==> src/rtl/hrf_pkg.sv <==
package hrf_pkg;
  localparam int WORD_W = 32;
  localparam logic [7:0] HDR_HIT  = 8'hC0;
  localparam logic [7:0] HDR_Z    = 8'hB0;
  localparam logic [2:0] Z_TAG    = 3'b011;
  localparam logic [3:0] TRL_TAG  = 4'b1111;

  typedef enum logic [1:0] {
    ST_IDLE = 2'd0,
    ST_BODY = 2'd1,
    ST_TRL  = 2'd2,
    ST_WAIT = 2'd3
  } hrf_state_e;

  typedef enum logic [1:0] {
    K_HDR = 2'd0,
    K_PAY = 2'd1,
    K_TRL = 2'd2
  } hrf_kind_e;
endpackage

==> src/rtl/hrf_word_fmt.sv <==
module hrf_word_fmt
  import hrf_pkg::*;
#(
  parameter int EVT_W = 8,
  parameter int CNT_W = 8,
  parameter int ID_W  = 3
) (
  input  hrf_kind_e          kind,
  input  logic               is_z,
  input  logic [EVT_W-1:0]   evt,
  input  logic [7:0]         lrb,
  input  logic [ID_W-1:0]    smt_id,
  input  logic [3:0]         flags,
  input  logic [CNT_W-1:0]   cnt,
  input  logic [WORD_W-1:0]  pay,
  output logic [WORD_W-1:0]  word
);
  localparam int Z_LO = WORD_W - 3 - ID_W;

  logic [WORD_W-1:0] hdr_w, pay_w, trl_w;

  always_comb begin
    hdr_w = {(is_z ? HDR_Z : HDR_HIT), lrb, 8'h00, 8'(evt)};
    trl_w = {TRL_TAG, flags, 8'h00, 8'(cnt), 8'(evt)};
    if (is_z) pay_w = {Z_TAG, smt_id, pay[Z_LO-1:0]};
    else      pay_w = pay;
    case (kind)
      K_HDR:   word = hdr_w;
      K_PAY:   word = pay_w;
      default: word = trl_w;
    endcase
  end
endmodule

==> src/rtl/hrf_event_stats.sv <==
module hrf_event_stats #(
  parameter int DATA_W = 32,
  parameter int CNT_W  = 8,
  parameter int TRK_W  = 6
) (
  input  logic              clk,
  input  logic              rst_n,
  input  logic              clr,
  input  logic              inc,
  input  logic              is_z,
  input  logic [DATA_W-1:0] word,
  output logic [CNT_W-1:0]  cnt,
  output logic              trk_err
);
  localparam logic [CNT_W-1:0] CNT_MAX = {CNT_W{1'b1}};

  logic [CNT_W-1:0] cnt_q, cnt_d;
  logic             trk_q, trk_d;
  logic             trk_zero;

  assign trk_zero = (word[DATA_W-1 -: TRK_W] == '0);

  always_comb begin
    cnt_d = cnt_q;
    trk_d = trk_q;
    if (clr) begin
      cnt_d = '0;
      trk_d = 1'b0;
    end else if (inc) begin
      if (cnt_q != CNT_MAX) cnt_d = cnt_q + 1'b1;
      if (!is_z && trk_zero) trk_d = 1'b1;
    end
  end

  always_ff @(posedge clk or negedge rst_n) begin
    if (!rst_n) begin
      cnt_q <= '0;
      trk_q <= 1'b0;
    end else if (clr || inc) begin
      cnt_q <= cnt_d;
      trk_q <= trk_d;
    end
  end

  assign cnt     = cnt_q;
  assign trk_err = trk_q;

  assert_no_overflow_R7: assert property (@(posedge clk) disable iff (!rst_n)
    (cnt_q == CNT_MAX && !clr) |=> (cnt_q == CNT_MAX));

  assert_cnt_monotone_R7: assert property (@(posedge clk) disable iff (!rst_n)
    (!clr && !$isunknown(cnt_q)) |=> (cnt_q >= $past(cnt_q)));

  assert_trk_zero_R11: assert property (@(posedge clk) disable iff (!rst_n)
    (inc && !clr && !is_z && word[DATA_W-1 -: TRK_W] == '0) |=> trk_q);
endmodule

==> src/rtl/hit_record_framer.sv <==
module hit_record_framer
  import hrf_pkg::*;
#(
  parameter int CNT_W = 8,
  parameter int TRK_W = 6,
  parameter int EVT_W = 8,
  parameter int ID_W  = 3
) (
  input  logic              clk,
  input  logic              rst_n,
  input  logic              in_valid,
  input  logic [31:0]       in_data,
  input  logic              in_eoe,
  output logic              in_ready,
  input  logic              rec_is_z,
  input  logic [EVT_W-1:0]  event_num,
  input  logic [7:0]        lrb_err,
  input  logic [ID_W-1:0]   smt_id,
  input  logic              err_smt,
  input  logic              err_seq,
  input  logic              err_lrb,
  input  logic              err_evt,
  output logic              out_valid,
  output logic [31:0]       out_data,
  input  logic              out_ready,
  output logic              trk_err
);
  hrf_state_e state_q, state_d;

  logic              is_z_q;
  logic [EVT_W-1:0]  evt_q;
  logic [ID_W-1:0]   id_q;
  logic [3:0]        flags_q;
  logic [31:0]       out_q;
  logic              out_v_q, out_v_d;
  hrf_kind_e         kind_q, kind_sel;

  logic slot_free, hdr_ld, pay_acc, eoe_acc, trl_ld, out_ld, trl_done;
  logic              fmt_is_z;
  logic [EVT_W-1:0]  fmt_evt;
  logic [31:0]       fmt_word;
  logic [CNT_W-1:0]  cnt;

  // Handshake decode
  assign slot_free = !out_v_q || out_ready;
  assign in_ready  = (state_q == ST_BODY) && slot_free;
  assign pay_acc   = in_ready && in_valid;
  assign eoe_acc   = in_ready && in_eoe;
  assign hdr_ld    = (state_q == ST_IDLE) && !out_v_q && (in_valid || in_eoe);
  assign trl_ld    = (state_q == ST_TRL) && slot_free;
  assign trl_done  = (state_q == ST_WAIT) && out_v_q && out_ready;
  assign out_ld    = hdr_ld || pay_acc || trl_ld;

  always_comb begin
    state_d = state_q;
    case (state_q)
      ST_IDLE: if (hdr_ld)   state_d = ST_BODY;
      ST_BODY: if (eoe_acc)  state_d = ST_TRL;
      ST_TRL:  if (trl_ld)   state_d = ST_WAIT;
      default: if (trl_done) state_d = ST_IDLE;
    endcase
  end

  always_comb begin
    if (hdr_ld)       kind_sel = K_HDR;
    else if (pay_acc) kind_sel = K_PAY;
    else              kind_sel = K_TRL;
    fmt_is_z = hdr_ld ? rec_is_z  : is_z_q;
    fmt_evt  = hdr_ld ? event_num : evt_q;
    out_v_d  = out_v_q;
    if (out_ld)         out_v_d = 1'b1;
    else if (out_ready) out_v_d = 1'b0;
  end

  hrf_word_fmt #(.EVT_W(EVT_W), .CNT_W(CNT_W), .ID_W(ID_W)) u_fmt (
    .kind   (kind_sel),
    .is_z   (fmt_is_z),
    .evt    (fmt_evt),
    .lrb    (lrb_err),
    .smt_id (id_q),
    .flags  (flags_q),
    .cnt    (cnt),
    .pay    (in_data),
    .word   (fmt_word)
  );

  hrf_event_stats #(.DATA_W(32), .CNT_W(CNT_W), .TRK_W(TRK_W)) u_stats (
    .clk     (clk),
    .rst_n   (rst_n),
    .clr     (hdr_ld),
    .inc     (pay_acc),
    .is_z    (is_z_q),
    .word    (in_data),
    .cnt     (cnt),
    .trk_err (trk_err)
  );

  always_ff @(posedge clk or negedge rst_n) begin
    if (!rst_n) state_q <= ST_IDLE;
    else        state_q <= state_d;
  end

  always_ff @(posedge clk or negedge rst_n) begin
    if (!rst_n) begin
      is_z_q <= 1'b0;
      evt_q  <= '0;
      id_q   <= '0;
    end else if (hdr_ld) begin
      is_z_q <= rec_is_z;
      evt_q  <= event_num;
      id_q   <= smt_id;
    end
  end

  always_ff @(posedge clk or negedge rst_n) begin
    if (!rst_n)       flags_q <= '0;
    else if (eoe_acc) flags_q <= {err_smt, err_seq, err_lrb, err_evt};
  end

  always_ff @(posedge clk or negedge rst_n) begin
    if (!rst_n) begin
      out_q  <= '0;
      kind_q <= K_HDR;
    end else if (out_ld) begin
      out_q  <= fmt_word;
      kind_q <= kind_sel;
    end
  end

  always_ff @(posedge clk or negedge rst_n) begin
    if (!rst_n) out_v_q <= 1'b0;
    else        out_v_q <= out_v_d;
  end

  assign out_valid = out_v_q;
  assign out_data  = out_q;

  assert_hold_stall_R9: assert property (@(posedge clk) disable iff (!rst_n)
    (out_v_q && !out_ready) |=> (out_v_q && $stable(out_q)));

  assert_gap_after_trailer_R10: assert property (@(posedge clk) disable iff (!rst_n)
    (out_v_q && out_ready && kind_q == K_TRL) |=> !out_v_q);

  assert_ztag_R5: assert property (@(posedge clk) disable iff (!rst_n)
    (out_v_q && kind_q == K_PAY && is_z_q) |->
      (out_q[31:29] == 3'b011 && out_q[28:26] == id_q));

  assert_trailer_tag_R6: assert property (@(posedge clk) disable iff (!rst_n)
    (out_v_q && kind_q == K_TRL) |-> (out_q[31:28] == 4'hF && out_q[23:16] == 8'h00));

  assert_no_accept_in_idle_R10: assert property (@(posedge clk) disable iff (!rst_n)
    (state_q == ST_IDLE && out_v_q) |-> !in_ready);
endmodule

==> config.mk <==
export PLATFORM = sky130hd
export DESIGN_NAME = hit_record_framer
export DESIGN_NICKNAME = d
export VERILOG_FILES = /design/src/rtl/hrf_pkg.sv /design/src/rtl/hrf_word_fmt.sv /design/src/rtl/hrf_event_stats.sv /design/src/rtl/hit_record_framer.sv
export SDC_FILE = /design/constraint.sdc
export NUM_CORES = 1
export LEC_CHECK = 0
export ABC_AREA = 1
export BUFFER_PORTS_ARGS = -buffer_cell sky130_fd_sc_hd__buf_2
export CAP_MARGIN = 20
export CORE_MARGIN = 2
export CORE_UTILIZATION = 40
export DETAILED_ROUTE_END_ITERATION = 10
export GPL_TIMING_DRIVEN = 0
export PLACE_DENSITY = 0.73
export SYNTH_ARGS = -nofsm -noshare
export SYNTH_HDL_FRONTEND = slang
export SYNTH_SLANG_ARGS = --single-unit
==> constraint.sdc <==
create_clock -name clk -period 1.9 [get_ports clk]
set_input_delay 0.38 -clock clk [delete_from_list [all_inputs] [get_ports clk]]
set_output_delay 0.38 -clock clk [all_outputs]
set_load 0.01 [all_outputs]
## Word-level counts from Yosys, hierarchy flattened

Cells that the tools add are included.

- Register bits after elaboration: 60
- Input port bits: 61
- Output and inout bits: 35
- Logic and storage cells: 64

- Add/sub/neg operators: 1
- Equality and inequality tests: 8
- Multiplexer cells: 20
- Reduce and logical (&&, ||, !) cells: 26

Operators with widths:

| kind | number |
|---|---|
| case mux 32 bit (2 select lines) | 1 |
| two-way mux 32 bit | 1 |
| two-way mux 8 bit | 4 |
| two-way mux 2 bit | 6 |
| logical AND 1 bit | 9 |
| adder 8 x 1 -> 8 bit (second input constant) | 1 |
| inequality test 8 bit (second input constant) | 1 |
| nonzero test 2 bit | 4 |
| two-way mux 7 bit | 1 |
| zero test 6 bit | 1 |
| two-way mux 1 bit | 6 |
| case mux 2 bit (3 select lines) | 1 |
| AND reduction 3 bit | 2 |
| equality test 2 x 1 -> 1 bit (second input constant) | 2 |
| equality test 2 bit (second input constant) | 2 |
| zero test 2 bit | 2 |
| logical OR 1 bit | 4 |
| inequality test 2 bit (second input constant) | 2 |
| AND reduction 4 bit | 1 |
| nonzero test 4 bit | 1 |
| zero test 1 bit | 2 |
| inequality test 2 x 1 -> 1 bit (second input constant) | 1 |

## Logic depth before layout (Yosys ltp)

Gate-level depths: netlist (run 1).

- Depth after elaboration: 8
- Gate-level depth with buffers: 12
- Gate-level depth less buffers: 11

## By module

From an unflattened synthesis (run 1), not the netlist that was laid out.

- Cell total of the unflattened synthesis: 441
- Area total of the unflattened synthesis: 3387.0 um^2

By module, submodules not included:

| module | times used | cells each | area an instance (um^2) | sequential area each (um^2) |
|---|---|---|---|---|
| hit_record_framer | 1 | 251 | 2331.0 | 1276.2 |
| hrf_event_stats | 1 | 74 | 548.0 | 225.2 |
| hrf_word_fmt | 1 | 116 | 508.0 | 0.0 |

## Worst setup path after synthesis (run 1)

Ideal clock, no wire load.

- Path type: register to register
- Start: register state_q[1]
- End: register out_q[5] (netlist: out_data[5])
- Library setup time: 0.124 ns
- Arrival time: 1.485 ns
- Data required time: 1.776 ns
- Setup slack: 0.291 ns
- Cell stages (with the launch flop): 11
- Path buffers: 1
- Clock period less this slack: 1.609 ns
- Cells stage by stage: dfrtp_1 > inv_1 > ha_1 > inv_1 > a21oi_2 > nand2_2 > nand3_2 > inv_2 > buf_4 > nand2_1 > nand3_1

- Word-level cells in the longest chain between the ends: 7
- Elaborated cells between the ends (all ways): 16
- Classes of those cells: 3 x eq/ne; 4 x mux; 9 x reduce/logical

RTL lines:

| element | line | source |
|---|---|---|
| start: declaration | hit_record_framer.sv:28 | `hrf_state_e state_q, state_d;` |
| start signal: assignment | hit_record_framer.sv:100 | `else state_q <= state_d;` |
| equality test 2 x 1 -> 1 bit (*) | hit_record_framer.sv:46 | `assign in_ready = (state_q == ST_BODY) && slot_free;` |
| logical AND 1 bit (*) | hit_record_framer.sv:46 |  |
| named net in_ready | hit_record_framer.sv:14 | `output logic in_ready,` |
| logical AND 1 bit (*) | hit_record_framer.sv:47 | `assign pay_acc = in_ready && in_valid;` |
| two-way mux 2 bit | hit_record_framer.sv:66 | `else if (pay_acc) kind_sel = K_PAY;` |
| two-way mux 2 bit | hit_record_framer.sv:65 | `if (hdr_ld) kind_sel = K_HDR;` |
| equality test 2 x 1 -> 1 bit or zero test 2 bit (tied branches) | hrf_word_fmt.sv:27 | `case (kind)` |
| case mux 32 bit (2 select lines) | hrf_word_fmt.sv:27 |  |
| end signal: assignment | hit_record_framer.sv:125 | `out_q <= fmt_word;` |
| end: declaration | hit_record_framer.sv:34 | `logic [31:0] out_q;` |

Mark *: on every way through the listed nets, which the timed path passes. The rest lies on a longest branch.
A chain may end at the register's enable or synchronous reset.

## Worst setup path in the final report (run 1)

- Start: register state_q[1]
- End: output port in_ready

- Word-level cells in the longest chain between the ends: 2

RTL lines:

| element | line |
|---|---|
| equality test 2 x 1 -> 1 bit | hit_record_framer.sv:46 |
| logical AND 1 bit | hit_record_framer.sv:46 |
| end: declaration | hit_record_framer.sv:14 |

Every way passes these cells.

==> run metrics, run 1 <==
Logic pwr share 0.478; main flop type after synthesis dfrtp_1; initial antenna violation count 0; Pint ~3.5 mW; most frequent CP cell inv_1; Mapped Nets approximately 440; CP Data Arrival Time 1.44 ns; clock share of power 0.170; Pre-antenna DRT Iters 4; CP bufs+invs 3; Synth Register Bits 60; post-synthesis cell type count 26; CP endpoint kind primary output; Crit Path Class register to primary output; number of CTS-inserted buffers 9; pwr dens 1570 nW/µm²; Sw Share 0.419; Routed WL between 7 and 8 mm; I/O pins 96; post-DP HPWL a little under 6 mm; die span in x 90.3 µm; Worst-Margin Slew approximately 0.63 ns; Root Driver clkbuf_8; CTS Hold Buffers Added 0; Final min period around 1.8 ns; Tot GR Track Use 0.198; die area 8150 µm²; Hold Crit Class primary input to asynchronous set/reset pin; n_diodes 0; core area roughly 7200 µm²; Yosys Warn Count 0; Die H 90.3 µm; CP Launch Type register; Nets 551; Clock Latency Late Sink around 0.34 ns; Post-synth EDFFs 0; Pleak just over 2 nW; sequential area share after synthesis 0.504; Top Family by Delay on Critical Path flip-flops; worst-path fanout max 5; initial core utilization 0.413; H-tree depth 3; fin util 0.535; DRC Markers 0; ys async rst share 1.00; clock slew at reported path FFs 0.07 ns; share of post-route cells with drive strength above 1 0.304; Synth Instances roughly 370; IO Port Bufs 95; DR vias around 2,800; CTS Buffer Depth 2; Peak VDD IR between 0.6 and 0.7 mV; vias in the first global route 2,731; Wirelength per Cell 13.1 µm; FMAX between 500 and 600 MHz; Rows 31; first-pass GRT wire length approximately 13 mm; fill count 723; largest net degree at the start of global routing 38; crit-path cells inv_1 -> ha_1 -> inv_1 -> a21oi_4 -> buf_2; Detailed Route Iter0 Violations roughly 150; final setup fails 0; Psw 2.55 mW; worst path required time around 1.5 ns; Hold Slack about 0.024 ns; Clock Skew slightly below 0.009 ns; CTS tree built; syn avg cell area roughly 8 µm²; r2r setup slk 0.13 ns; normalized max-slew margin 0.576; run status complete, no violations; Area Growth Syn to Fin 29.5%; part of the power in registers 0.352; Setup TNS Final 0 ns; synthesized area a little under 3000 µm²; final period utilization 0.957; GP Congestion about 0.83; vias per inst a little under 5; slowest CP cell dfrtp_1; GR Overflow Total 0; final antenna-violating net count 0; clk sinks 60; multi-input logic area 1300 µm²; Hold Fails Final Rpt 0; MaxCap Viol Count 0; FF+latch area ~1500 µm²; Pins Over Slew Limit 0; CP peak stage delay slightly above 0.4 ns
==> area by class of cell <==
| class | count | area share |
|---|---|---|
| flip-flops and latches | 60 | 0.389 |
| multi-input cells | 264 | 0.336 |
| repair buffers | 101 | 0.138 |
| clock buffers | 12 | 0.0428 |
| inverters | 36 | 0.0350 |
| well taps | 99 | 0.0321 |
| plain buffers | 12 | 0.0240 |
| clock inverters | 2 | 0.00259 |
==> path summary, 6_finish.rpt <==
check,startpoint,end,cells past startpoint
setup / recovery,state_q[1],in_ready,5
hold / removal,rst_n,out_data[4],1
setup reg to reg,state_q[0],out_data[29],11
hold reg to reg,evt_q[7],evt_q[7],2
max in group asynchronous,rst_n,state_q[1],2
min in group clk,smt_id[2],id_q[2],3
==> per-stage QoR <==
step | cells | cell area (µm²) | setup slack, ns | total power [mW]
3_5_place_dp | 567 | 3600 | 0.0577 | 4.92
5_1_grt | 586 | 3860 | -0.0128 | 6.60
6_report | 586 | 3860 | 0.0817 | 6.07
2_1_floorplan | 372 | 2980 | 0.291 | 3.96
3_3_place_gp | 566 | 3580 | 0.135 | 4.80
4_1_cts | 581 | 3770 | 0.0492 | 5.97
==> per-layer routing <==
metal  part of all wire  track usage  vias up
li1                   -            -     1415
met1               0.44        0.254     1299
met2               0.47        0.316      102
met3              0.068       0.0568       10
met4              0.016       0.0795        0
met5                  0            0        -
==> cell families after synthesis <==
| logic type | after synthesis | synth area share |
|---|---|---|
| buffers and inverters | 48 | 0.0739 |
| AO/OA/AOI/OAI | 45 | 0.0785 |
| multiplexers | 4 | 0.0151 |
| flip-flops | 60 | 0.504 |
| adder cells (fa/ha/maj) | 6 | 0.0252 |
| XOR/XNOR | 2 | 0.00588 |
| AND/OR/NAND/NOR | 207 | 0.297 |
==> state kept, by name, summed over array words and instances (netlist names), 2 cells and up <==
signal,flops
evt_q,8
flags_q,4
id_q,3
out_data,32
state_q,2
u_stats.cnt,8
==> power by group through the flow <==
stage                     Combinational [mW]  Sequential [mW]  Clock, mW
after floorplan                         1.71             2.25          0
after global placement                  2.68             2.12          0
after detailed placement                2.77             2.15          0
after CTS                               2.78             2.13       1.06
after global routing                    3.28             2.20       1.11
final                                   2.90             2.14       1.03
==> Yosys cell counts (3+ instances only) <==
master   instances  area (µm²)
nand2_1        130         488
dfrtp_1         60        1500
nand3_1         43         215
inv_1           33         124
o21ai_0         28         140
nor2_1          17        63.8
a21oi_1          8        40.0
ha_1             6        75.1
o21ai_1          6        30.0
buf_2            5        25.0
buf_4            5        37.5
nand2_2          5        31.3
mux2_2           4        45.0
inv_2            3        11.3
nand4_1          3        18.8
==> repair_timing <==
item                       in CTS  in global routing
setup buffers                   0                  5
setup endpoints to repair       0                 43
gates resized for setup         0                 11
==> worst register-to-register path, delay by kind of cell, from the launching register on <==
kind	cells	cell delay [ns]
AO/OA/AOI/OAI	1	0.08
adder cells (fa/ha/maj)	1	0.20
buffers and inverters	5	0.57
flip-flops	1	0.43
AND/OR/NAND/NOR	4	0.37
==> layout by cell type, fill, tap and decap left out, drive strengths merged <==
master / n
nor2: 20
nand2: 136
mux2: 4
nand3b: 1
a21oi: 9
xor2: 2
o21ai: 34
o211ai: 2
inv: 36
dfrtp: 60
nand3: 44
ha: 6
clkinv: 2
buf: 110
clkbuf: 15
nor3: 2
or2: 1
nand4: 3
(Power assumes the default switching activity.)
==> inputs of run 2 (changes only) <==
Settings changed: HOLD_SLACK_MARGIN set to 0.12.
==> run 2 against run 1 <==
Effect of this change: global-route usage barely moved; clock-buffer cell count did not move; fmax barely moved; largest power group unchanged; critical endpoint unchanged; final cell count rose by 0.17%; largest cell class unchanged; worst hold slack improved by 0.21 ns.
==> run metrics, run 2 (same netlist as run 1, synthesis figures left out) <==
Root Driver clkbuf_8 (unchanged); post-DP HPWL 5.78 mm (unchanged); Pre-antenna DRT Iters 5 (was 4); pre-CTS WS 0.0577 ns (unchanged); H-tree depth 3 (unchanged); n_diodes 0 (unchanged); Hold Crit Class primary input to register (was primary input to asynchronous set/reset pin); finished layout cell area 3870 µm² (was 3860 µm²); first-pass GRT wire length 12.8 mm (was 12.7 mm); Die H 90.3 µm (unchanged); part of the power in registers 0.351 (was 0.352); clock slew at reported path FFs 0.06 ns (was 0.07 ns); commonest non-fill, non-tap cell in the layout nand2_1 (unchanged); initial core utilization 0.413 (unchanged); final period utilization 0.957 (about the same); run status complete, no violations (unchanged); max FFs per register 32 (unchanged); DRC Markers 0 (unchanged); Hold Fails Final Rpt 0 (unchanged); largest net degree at the start of global routing 38 (unchanged); CTS tree built (unchanged); pwr dens 1570 nW/µm² (about the same); Pins Over Slew Limit 0 (unchanged); dpl cell area 3600 µm² (unchanged); Logic pwr share 0.479 (was 0.478); CP Launch Type register (unchanged); initial antenna violation count 0 (unchanged); Psw 2.55 mW (about the same); Worst-Margin Slew 0.641 ns (was 0.633 ns); worst-path fanout max 5 (unchanged); Clock Latency Late Sink 0.34 ns (about the same); Clock Skew 0.00930 ns (was 0.00893 ns); GR Overflow Total 0 (unchanged); CTS Buffer Depth 2 (unchanged); hold path start smt_id[2]; fin util 0.536 (was 0.535); vias per inst 4.85 (was 4.82); core area 7210 µm² (unchanged); most frequent cells in the layout nand2_1 (129), buf_2 (97), dfrtp_1 (60) (unchanged); MaxCap Viol Count 0 (unchanged); Peak VDD IR 0.666 mV (was 0.662 mV); GP Congestion 0.832 (unchanged); I/O pins 96 (unchanged); final setup margin 0.0825 ns (was 0.0817 ns); Area Growth Syn to Fin 29.9% (was 29.5%); DR vias 2,848 (was 2,826); Sw Share 0.420 (was 0.419); Final min period 1.82 ns (about the same); Setup TNS Final 0 ns (unchanged); clk sinks 60 (unchanged); Pleak 2.05 nW (about the same); die area 8150 µm² (unchanged); final antenna-violating net count 0 (unchanged); normalized max-slew margin 0.571 (was 0.576); CP Data Arrival Time 1.44 ns (about the same); FMAX 550 MHz (about the same); worst path required time 1.52 ns (about the same); worst r2r src state_q[0] (unchanged); Crit Path Class register to primary output (unchanged); die span in x 90.3 µm (unchanged); Pint 3.53 mW (about the same); clock share of power 0.170 (about the same); final setup fails 0 (unchanged); share of post-route cells with drive strength above 1 0.303 (was 0.304); vias in the first global route 2,738 (was 2,731); Nets 552 (was 551); Routed WL 7.70 mm (about the same); Wirelength per Cell 13.1 µm (about the same); Detailed Route Iter0 Violations 138 (was 154); number of CTS-inserted buffers 9 (unchanged); Worst Setup SP state_q[1] (unchanged); Rows 31 (unchanged); fill count 723 (unchanged); CP endpoint kind primary output (unchanged); Tot GR Track Use 0.198 (about the same); IO Port Bufs 95 (unchanged)
-- run 2: repair_timing --
item                                   4_1_cts  5_1_grt
hold buffers                                 1        0
setup endpoints to repair                    0       43
endpoints found under the hold margin       23        0
gates resized for setup                      0       11
setup buffers                                0        5
-- run 2: worst paths after layout --
kind                       cells past startpoint  slack, ns            to
setup / recovery                               5       0.08      in_ready
max in group asynchronous                      3       0.73    state_q[1]
setup reg to reg                              11       0.14  out_data[29]
hold reg to reg                                2       0.48      evt_q[7]
min in group asynchronous                      2       0.56   out_data[4]
hold / removal                                 3       0.23       id_q[2]
-- run 2: area by class of cell --
cell class,count,area (µm²),area share
tap,99,124,0.0320
clock inverter,2,10.0,0.00259
buffer,12,92.6,0.0239
inverter,36,135,0.0349
sequential,60,1500,0.388
timing repair buffer,102,543,0.140
multi-input combinational,264,1300,0.335
clock buffer,12,165,0.0427
-- run 2: worst max-delay path, stage by stage (launching register included) --
cell and delay (ns):
dfrtp_1 0.41, inv_1 0.10, ha_1 0.17, inv_1 0.09
a21oi_4 0.17, buf_2 0.16
-- run 2: per-layer routing --
| metal | global-route usage | part of all wire | wire length [µm] | vias up |
|---|---|---|---|---|
| met5 | 0 | 0 | 0 | - |
| met4 | 0.0795 | 0.024 | 187 | 0 |
| met3 | 0.0568 | 0.067 | 517 | 17 |
| met2 | 0.316 | 0.46 | 3570 | 104 |
| met1 | 0.254 | 0.44 | 3420 | 1311 |
| li1 | - | - | - | 1416 |
-- run 2: stage by stage --
stage,total power [mW],hold WS [ns],std cells
after global placement,4.80,0.461,566
after floorplan,3.96,0.0844,372
after detailed placement,4.92,0.412,567
after global routing,6.60,0.230,587
final,6.08,0.233,587
after CTS,5.97,0.215,582
-- run 2: power groups by stage --
stage | Combinational [mW] | Clock (mW) | Sequential, mW
floorplan | 1.71 | 0 | 2.25
global route | 3.28 | 1.11 | 2.20
global placement | 2.68 | 0 | 2.12
detailed placement | 2.77 | 0 | 2.15
finish | 2.91 | 1.04 | 2.13
CTS | 2.78 | 1.06 | 2.13
==> inputs of run 3 (changes only) <==
Settings changed: PLACE_DENSITY 0.73 to 0.72, SYNTH_HIERARCHICAL set to 1.
Clock period 1.9 ns to 2.25 ns, I/O delays scaled along.
==> run 3 against run 2 <==
Effect of this change: register-to-register slack better by 0.096 ns; sequential share of layout area fell by 3.3 points; largest power group unchanged; synthesized area up 14%; first-iteration DRC count down 8.7%; clock power decreased by 6%; critical path type is now register to register; final cell count up 12%; sequential cell count unchanged; non-clock buffer count down 5.
==> run metrics, run 3 <==
first-pass GRT wire length 13.2 mm (was 12.8 mm); most frequent CP cell nand2_1 (was inv_1); Pleak 2.35 nW (was 2.05 nW); GP Congestion 0.805 (was 0.832); final setup fails 0 (unchanged); Clock Skew 0.00813 ns (was 0.00930 ns); Peak VDD IR 0.469 mV (was 0.666 mV); Synth area leader dfrtp_1 (unchanged); max FFs per register 32 (unchanged); CP endpoint kind register (was primary output); Final min period 2.01 ns; n_diodes 0 (unchanged); r2r endpoint out_data[28] (was out_data[29]); main flop type after synthesis dfrtp_1 (unchanged); number of CTS-inserted buffers 9 (unchanged); Area Growth Syn to Fin 25.0% (was 29.9%); Synth Instances 441 (was 372); DRC Markers 0 (unchanged); GR Overflow Total 0 (unchanged); Clock Latency Late Sink 0.33 ns (was 0.34 ns); Setup TNS Final 0 ns (unchanged); IO Port Bufs 95 (unchanged); worst r2r path cells 16 (was 11); CP Launch Type register (unchanged); DR vias 3,037 (was 2,848); commonest non-fill, non-tap cell in the layout nand2_1 (unchanged); sequential area share after synthesis 0.443 (was 0.504); largest net degree at the start of global routing 33 (was 38); CTS Hold Buffers Added 0 (was 1); pwr dens 1260 nW/µm² (was 1570 nW/µm²); most frequent cells in the layout nand2_1 (198), buf_2 (97), dfrtp_1 (60) (was nand2_1 (129), buf_2 (97), dfrtp_1 (60)); Die H 96.0 µm (was 90.3 µm); slowest CP cell dfrtp_1 (unchanged); Root Driver clkbuf_8 (unchanged); worst setup path end out_data[28] (was in_ready); die span in x 96.0 µm (was 90.3 µm); FMAX just under 500 MHz; final period utilization 0.895; Rows 33 (was 31); Hold Fails Final Rpt 0 (unchanged); initial core utilization 0.412 (was 0.413); Pins Over Slew Limit 0 (unchanged); share of post-route cells with drive strength above 1 0.327 (was 0.303); Mapped Nets 508 (was 439); Detailed Route Iter0 Violations 126 (was 138); Routed WL 8.09 mm (was 7.70 mm); Wirelength per Cell 12.3 µm (was 13.1 µm); final antenna-violating net count 0 (unchanged); vias per inst 4.62 (was 4.85); dpl cell area 4010 µm² (was 3600 µm²); die area 9220 µm² (was 8150 µm²); H-tree depth 3 (unchanged); cell with the most instances after synthesis nand2_1 (unchanged); clk sinks 60 (unchanged); Synth Register Bits 60 (unchanged); syn avg cell area 7.68 µm² (was 8.01 µm²); Yosys Warn Count 6 (was 0); finished layout cell area 4230 µm² (was 3870 µm²); run status complete, no violations (unchanged); ys async rst share 1.00 (unchanged); post-DP HPWL 6.17 mm (was 5.78 mm); CTS Buffer Depth 2 (unchanged); CP peak stage delay 0.44 ns (was 0.41 ns); clock slew at reported path FFs 0.07 ns (was 0.06 ns); crit-path cells inv_1 -> ha_1 -> inv_1 -> nor2_4 -> nand2_4 -> inv_1 -> buf_6 -> nand2_1 -> nand2_2 -> inv_2 -> nand2_1 -> nand2_1 -> nand2_1 -> nand2_1 -> nand2_1 -> o21ai_2 (was inv_1 -> ha_1 -> inv_1 -> a21oi_4 -> buf_2); CP Data Arrival Time 2.24 ns (was 1.44 ns); ranking of synthesized cells by area dfrtp_1 (44%), nand2_1 (22%), o21ai_2 (8.3%) (was dfrtp_1 (50%), nand2_1 (16%), nand3_1 (7.2%)); vias in the first global route 2,923 (was 2,738); CTS tree built (unchanged); core area 8220 µm² (was 7210 µm²); r2r setup slk 0.24 ns (was 0.14 ns); post-synthesis cell type count 26 (unchanged); Worst Setup SP state_q[0] (was state_q[1]); Nets 615 (was 552); top cell type's share of synthesized area 0.443 (was 0.504); Pre-antenna DRT Iters 4 (was 5); worst-path fanout max 11 (was 5); initial antenna violation count 0 (unchanged); synthesized area 3390 µm² (was 2980 µm²); top post-synthesis cells by count nand2_1 (199), dfrtp_1 (60), inv_1 (55) (was nand2_1 (130), dfrtp_1 (60), nand3_1 (43)); RSZ-0062 raised after global routing false; worst r2r src state_q[0] (unchanged); normalized max-slew margin 0.492 (was 0.571); Tot GR Track Use 0.188 (was 0.198); Crit Path Class register to register (was register to primary output); MaxCap Viol Count 0 (unchanged); I/O pins 96 (unchanged); Hold Crit Class primary input to asynchronous set/reset pin (was primary input to register); worst path required time 2.48 ns (was 1.52 ns); Worst-Margin Slew 0.762 ns (was 0.641 ns); Post-synth EDFFs 0 (unchanged)
run 3: cell count changes in the layout (fill, tap and decap cells not counted), moves of 8 or more:
cell	previous run	this run
nand2_1	129	198
o21ai_2	0	32
nand3_1	43	20
o21ai_0	28	6
buf_4	10	0
nand2_2	3	12
inv_1	33	54
buf_6	2	10
run 3: power breakdown:
part	internal [mW]	leakage [nW]	switching (mW)	total, mW
clock network	0.568	0.102	0.411	0.979
registers	1.48	0.780	0.226	1.71
logic	1.01	1.46	1.64	2.65
total	3.07	2.35	2.27	5.34
run 3: worst max-delay path, delay by kind of cell (launching register included):
family	cells	cell delay, ns
adder cells (fa/ha/maj)	1	0.17
AND/OR/NAND/NOR	9	0.66
buffers and inverters	5	0.56
AO/OA/AOI/OAI	1	0.05
flip-flops	1	0.44
run 3: routing by layer:
layer,routed length (µm),global-route usage,vias up
li1,-,-,1552
met1,3710,0.241,1411
met2,3890,0.315,65
met3,376,0.0407,9
met4,110,0.0643,0
met5,0,0,-
run 3: worst min-delay path by stage:
stage / end / slack, ns / cells past startpoint
floorplan: evt_q[0] / 0.15 / 0
global placement: flags_q[0] / 0.46 / 2
detailed placement: flags_q[0] / 0.46 / 2
CTS: out_data[8] / 0.21 / 1
global route: out_data[5] / 0.23 / 1
finish: out_data[8] / 0.18 / 1
run 3: cell families after synthesis:
kind of cell	Yosys count	share of synthesized area
and+or+nand+nor	257	0.322
buffers and inverters	71	0.105
DFF	60	0.443
AOI/OAI and AO/OA	45	0.103
adders and majority gates	6	0.0222
xor gates and xnor gates	2	0.00517
run 3: what timing repair did:
action                                  CTS  global route
resized for setup                         1             5
endpoints found under the setup margin    1            13
pin swaps                                 0             0
buffers inserted                          0             0
run 3: final cells by class:
type                    count  area [µm²]
fillers                   796        3980
multi-input cells         310        1540
flip-flops and latches     60        1500
repair buffers             96         495
inverters                  58         224
clock buffers              12         155
plain buffers              13         138
well taps                 105         131
clock inverters             4        47.5
run 3: through the flow:
step / power (mW) / cells / utilization / setup slack, ns / hold WS, ns
floorplan: 3.62 / 441 / - / 0.324 / 0.154
global route: 5.82 / 658 / 0.515 / 0.0380 / 0.235
global placement: 4.28 / 641 / 0.486 / 0.0511 / 0.458
CTS: 5.37 / 658 / 0.513 / 0.0647 / 0.208
finish: 5.34 / 658 / 0.515 / 0.236 / 0.185
detailed placement: 4.37 / 642 / 0.489 / 0.00944 / 0.462
